==> src/rtl/mscb_pkg.sv <==
package mscb_pkg;
  localparam int unsigned MSCB_DW      = 32;
  localparam int unsigned MSCB_FLD_LSB = 16;
  localparam int unsigned MSCB_MAX_CTL = 16;

  localparam int unsigned OFF_STAT = 32'h0;
  localparam int unsigned OFF_EN   = 32'h4;
  localparam int unsigned OFF_CLR  = 32'h8;
  localparam int unsigned OFF_NS   = 32'hC;

  typedef enum logic [2:0] {
    SEL_NONE,
    SEL_STAT,
    SEL_EN,
    SEL_CLR,
    SEL_NS
  } mscb_sel_e;
endpackage

==> src/rtl/mscb_decode.sv <==
module mscb_decode
  import mscb_pkg::*;
#(
  parameter int unsigned ADDR_W = 12
) (
  input  logic              req_valid,
  input  logic              req_write,
  input  logic              req_secure,
  input  logic [ADDR_W-1:0] req_addr,
  output mscb_sel_e         sel,
  output logic              wr_en,
  output logic              rd_en
);
  logic granted;

  // Only valid secure accesses reach the registers.
  assign granted = req_valid && req_secure;
  assign wr_en   = granted && req_write;
  assign rd_en   = granted && !req_write;

  always_comb begin
    sel = SEL_NONE;
    if (granted) begin
      if (req_addr == ADDR_W'(OFF_STAT))     sel = SEL_STAT;
      else if (req_addr == ADDR_W'(OFF_EN))  sel = SEL_EN;
      else if (req_addr == ADDR_W'(OFF_CLR)) sel = SEL_CLR;
      else if (req_addr == ADDR_W'(OFF_NS))  sel = SEL_NS;
    end
  end
endmodule

==> src/rtl/mscb_status.sv <==
module mscb_status
  import mscb_pkg::*;
#(
  parameter int unsigned N_CTRL = 4
) (
  input  logic              clk,
  input  logic              rst,
  input  logic [N_CTRL-1:0] sts_i,
  input  logic [N_CTRL-1:0] en_fld_d,
  output logic [N_CTRL-1:0] stat_q,
  output logic              irq_o
);
  // The status register follows the input levels.
  // The interrupt is computed from next-state values so that it is aligned with them.
  always_ff @(posedge clk) begin
    if (rst) begin
      stat_q <= '0;
      irq_o  <= 1'b0;
    end else begin
      stat_q <= sts_i;
      irq_o  <= |(sts_i & en_fld_d);
    end
  end
endmodule

==> src/rtl/mscb_ctrl_regs.sv <==
module mscb_ctrl_regs
  import mscb_pkg::*;
#(
  parameter int unsigned N_CTRL = 4
) (
  input  logic               clk,
  input  logic               rst,
  input  mscb_sel_e          sel,
  input  logic               wr_en,
  input  logic [MSCB_DW-1:0] wdata,
  output logic [MSCB_DW-1:0] en_q,
  output logic [MSCB_DW-1:0] en_d,
  output logic [MSCB_DW-1:0] ns_q,
  output logic [N_CTRL-1:0]  clr_o
);
  logic wr_enable, wr_ns, wr_clr;

  assign wr_enable = wr_en && (sel == SEL_EN);
  assign wr_ns     = wr_en && (sel == SEL_NS);
  assign wr_clr    = wr_en && (sel == SEL_CLR);
  assign en_d      = wr_enable ? wdata : en_q;

  always_ff @(posedge clk) begin
    if (rst) begin
      en_q  <= '0;
      ns_q  <= '0;
      clr_o <= '0;
    end else begin
      en_q  <= en_d;
      if (wr_ns) ns_q <= wdata;
      clr_o <= wr_clr ? wdata[MSCB_FLD_LSB +: N_CTRL] : '0;
    end
  end
endmodule

==> src/rtl/mscb_rdmux.sv <==
module mscb_rdmux
  import mscb_pkg::*;
#(
  parameter int unsigned N_CTRL = 4
) (
  input  logic               clk,
  input  logic               rst,
  input  mscb_sel_e          sel,
  input  logic               rd_en,
  input  logic [N_CTRL-1:0]  stat_q,
  input  logic [MSCB_DW-1:0] en_q,
  input  logic [MSCB_DW-1:0] ns_q,
  output logic [MSCB_DW-1:0] rd_data
);
  logic [MSCB_DW-1:0] stat_word;
  logic [MSCB_DW-1:0] rd_next;

  always_comb begin
    stat_word = '0;
    stat_word[MSCB_FLD_LSB +: N_CTRL] = stat_q;
  end

  always_comb begin
    rd_next = '0;
    if (rd_en) begin
      unique case (sel)
        SEL_STAT: rd_next = stat_word;
        SEL_EN:   rd_next = en_q;
        SEL_NS:   rd_next = ns_q;
        default:  rd_next = '0;
      endcase
    end
  end

  always_ff @(posedge clk) begin
    if (rst) rd_data <= '0;
    else     rd_data <= rd_next;
  end
endmodule

==> src/rtl/msc_irq_bank.sv <==
module msc_irq_bank
  import mscb_pkg::*;
#(
  parameter int unsigned N_CTRL = 4,
  parameter int unsigned ADDR_W = 12
) (
  input  logic               clk,
  input  logic               rst,
  input  logic               req_valid,
  input  logic               req_write,
  input  logic               req_secure,
  input  logic [ADDR_W-1:0]  req_addr,
  input  logic [31:0]        req_wdata,
  input  logic [N_CTRL-1:0]  sts_i,
  output logic [31:0]        rd_data,
  output logic [N_CTRL-1:0]  clr_o,
  output logic [N_CTRL-1:0]  ns_o,
  output logic               irq_o
);
  mscb_sel_e          sel;
  logic               wr_en, rd_en;
  logic [MSCB_DW-1:0] en_q, en_d, ns_q;
  logic [N_CTRL-1:0]  stat_q;

  mscb_decode #(.ADDR_W(ADDR_W)) u_dec (
    .req_valid (req_valid),
    .req_write (req_write),
    .req_secure(req_secure),
    .req_addr  (req_addr),
    .sel       (sel),
    .wr_en     (wr_en),
    .rd_en     (rd_en)
  );

  mscb_ctrl_regs #(.N_CTRL(N_CTRL)) u_regs (
    .clk  (clk),
    .rst  (rst),
    .sel  (sel),
    .wr_en(wr_en),
    .wdata(req_wdata),
    .en_q (en_q),
    .en_d (en_d),
    .ns_q (ns_q),
    .clr_o(clr_o)
  );

  mscb_status #(.N_CTRL(N_CTRL)) u_stat (
    .clk     (clk),
    .rst     (rst),
    .sts_i   (sts_i),
    .en_fld_d(en_d[MSCB_FLD_LSB +: N_CTRL]),
    .stat_q  (stat_q),
    .irq_o   (irq_o)
  );

  mscb_rdmux #(.N_CTRL(N_CTRL)) u_rd (
    .clk    (clk),
    .rst    (rst),
    .sel    (sel),
    .rd_en  (rd_en),
    .stat_q (stat_q),
    .en_q   (en_q),
    .ns_q   (ns_q),
    .rd_data(rd_data)
  );

  assign ns_o = ns_q[MSCB_FLD_LSB +: N_CTRL];
endmodule

==> config.mk <==
export PLATFORM = sky130hd
export DESIGN_NAME = msc_irq_bank
export DESIGN_NICKNAME = d
export VERILOG_FILES = /design/src/rtl/mscb_pkg.sv /design/src/rtl/mscb_decode.sv /design/src/rtl/mscb_status.sv /design/src/rtl/mscb_ctrl_regs.sv /design/src/rtl/mscb_rdmux.sv /design/src/rtl/msc_irq_bank.sv
export SDC_FILE = /design/constraint.sdc
export NUM_CORES = 1
export LEC_CHECK = 0
export BUFFER_PORTS_ARGS = -buffer_cell sky130_fd_sc_hd__buf_2
export CAP_MARGIN = 20
export CORE_MARGIN = 10
export CORE_UTILIZATION = 45
export DETAILED_ROUTE_END_ITERATION = 8
export MAX_ROUTING_LAYER = met4
export PLACE_DENSITY = 0.69
export SYNTH_ARGS = -nofsm -noshare
export SYNTH_HDL_FRONTEND = slang
export SYNTH_SLANG_ARGS = --single-unit
==> constraint.sdc <==
create_clock -name clk -period 1.9 [get_ports clk]
set_clock_uncertainty 0.2 [all_clocks]
set_input_delay 0.095 -clock clk [delete_from_list [all_inputs] [get_ports clk]]
set_output_delay 0.095 -clock clk [all_outputs]
set_load 0.1 [all_outputs]
==> reports/results.ini <==
[run_status]
status=completed

[clock_network]
cts_tree=yes
numCtsBuffers=9
clockBufferDepth=2
cts_setup_buffers=0
cts_resized=0
clk_pin_slew_ns=0.09
clk_latency_ns=0.36
cts.sinks=105
cts_max_level=3
root_buffer=clkbuf_8
hold_buffers=40

[timing]
whs_ns=0.0279
drv_slew=0
rsz0062_at_grt=false
fin_crit_ns=1.68
worstMarginPinSlew_ns=0.513
fin_ws_ns=0.223
finalSetupViolations=0
final_hold_viol_count=0
slew_headroom_pct=66.0
tns_ns=0
finalCritPeriodShare_pct=88.3
fmax_mhz=596

[logic_synthesis]
synth-seq-cells=105
seq_area_frac_synth_pct=56.1
synth_area_mm2=0.00374
synth.distinct_cells=29
synth-edff-count=0
synthCells=433
yosysTopAreaCell=dfxtp_1
synth_top_area_share_pct=56.1
synthTopCellsByCount=nand2_1, dfxtp_1, a21oi_1
yosysMostFrequentCell=nand2_1
async_reset_ff_share_pct=0
ys.flop_type=dfxtp_1
yosys_warnings=0
syn-num-nets=486
synth.avg_cell_area_um2=8.65
synth_area_leaders=dfxtp_1, nand2_1, a21oi_1, a22oi_1, nor2_1

[power_and_ir_drop]
p_leak_nw=1.97
power.density_mw_per_mm2=813
power.total_mw=4.07
ir_drop_mv=0.425

[drt]
drt_iter0_markers=133
drc_errors=0
viasPerCell=5.07
detail-route-antenna-nets=0
vias=3389
first_pass_iters=5
routed_wl_um=9990
wl_per_cell_um=14.9

[die]
die_x_um=111
dieHeight_um=111
initial_core_util_pct=45.8
num_io_pins=94
design.core.area_mm2=0.00818
num_rows=33
die_area_mm2=0.0124

[critical_path]
cp.arrival_ns=1.78
r2r_slack_ns=0.50
crit_path_start_kind=input port
critPathSlowestCell=dlygate4sd3_1
critPathCaptureType=flop
crit_chain=buf_2 > nor4_4 > buf_4 > and3_1 > nand4b_1 > nor2_1 > dlygate4sd3_1
required_ns=2.00
max_stage_delay_ns=0.57
crit_path_max_fanout=4
path_class=input port to flop

[place]
gp_congestion=0.834
dpl.cell_count=612
dpl_cell_area_mm2=0.00435
port-buffer-count=93
post-dp-hpwl_um=6770
dp_worst_setup_slack_ns=-0.0338

[global_routing]
antenna_found_initial=0
grt_pass1_wl_um=17000
grt_pass1_vias=3555
gr-total-overflow=0
grt_start_max_net_pins=71
grt_usage_pct=16.6

[finish]
n_fill_cell=744
drive_gt1_share_pct=23.6
instances_no_fill=668
seq_area_mm2=0.00210
diodes=0
multi_input_area_mm2=0.00147
final_area_mm2=0.00500
final_util_pct=61.2
num-nets-final=611
syn_to_final_growth_pct=33.6

[job]
drv_cap=0

[hold_path]
hold_path_class=input port to flop

-- path summary, 6_finish.rpt --
kind | startpoint | cells past startpoint | endpoint
min | rst | 3 | u_stat.stat_q[3]
max reg2reg | u_regs.en_q[18] | 3 | u_stat.irq_o
min reg2reg | u_regs.en_q[7] | 2 | u_regs.en_q[7]
max | req_addr[1] | 7 | u_regs.clr_o[3]
-- worst max-delay path, delay by kind of cell --
kind	cells	cell delay [ns]
buffers and inverters	3	0.85
and+or+nand+nor	4	0.82
-- area by class of cell --
class                      count  area share [%]
sequential                   105            42.0
clock buffer                  10            2.75
inverter                       4           0.300
clock inverter                 6            2.30
multi-input combinational    289            29.3
timing repair buffer         149            20.7
tap                          105            2.63
-- layout by cell type, fill, tap and decap left out --
cell type,Yosys,final
clkbuf_8,0,10
nand4_2,1,1
mux2i_1,4,4
o21ai_0,5,5
a21oi_1,60,60
and4bb_2,1,1
a22oi_1,28,28
clkinv_4,0,2
nand3_1,6,6
nor3_1,1,1
dfxtp_1,105,105
mux2_2,3,3
buf_4,4,12
nand4_1,1,1
buf_12,0,4
dlygate4sd3_1,0,40
and4b_1,1,1
nor3b_4,1,1
nor4_4,2,2
o2bb2ai_1,1,1
a222oi_1,1,1
nand2_1,122,122
inv_1,4,4
and4_1,1,1
buf_2,11,93
nor2b_1,9,9
and3b_1,1,1
and2_1,5,5
nand4b_1,1,1
bufinv_16,0,3
and3_1,1,1
nor2_1,33,33
clkinvlp_4,0,1
-- layer usage --
metal / share of wire, % / track usage [%]
met1: 40 / 18.5
met2: 53 / 28.5
met3: 5.2 / 3.35
met4: 1.6 / 6.26
met5: 0 / -
-- report_power, final --
group	internal [mW]	total [mW]	switching (mW)
clock	0.915	1.66	0.746
sequential	2.20	2.20	0.00134
combinational	0.111	0.202	0.0910
-- sequential cells by signal, summed over array words and instances (netlist names) --
| name | flops |
|---|---|
| u_rd.rd_data | 32 |
| u_stat.irq_o | 1 |
| u_regs.ns_q | 32 |
| u_regs.clr_o | 4 |
| u_regs.en_q | 32 |
| u_stat.stat_q | 4 |
-- cells by family (layout without fill, tap and decap cells) --
kind of cell | after synthesis | in the layout | synth area share, %
AOI/OAI and AO/OA | 95 | 95 | 14.8
buffers and inverters | 39 | 169 | 4.68
DFF | 105 | 105 | 56.1
muxes | 7 | 7 | 1.97
and+or+nand+nor | 187 | 187 | 22.4
Note: power is estimated with default switching activity, not from simulation.
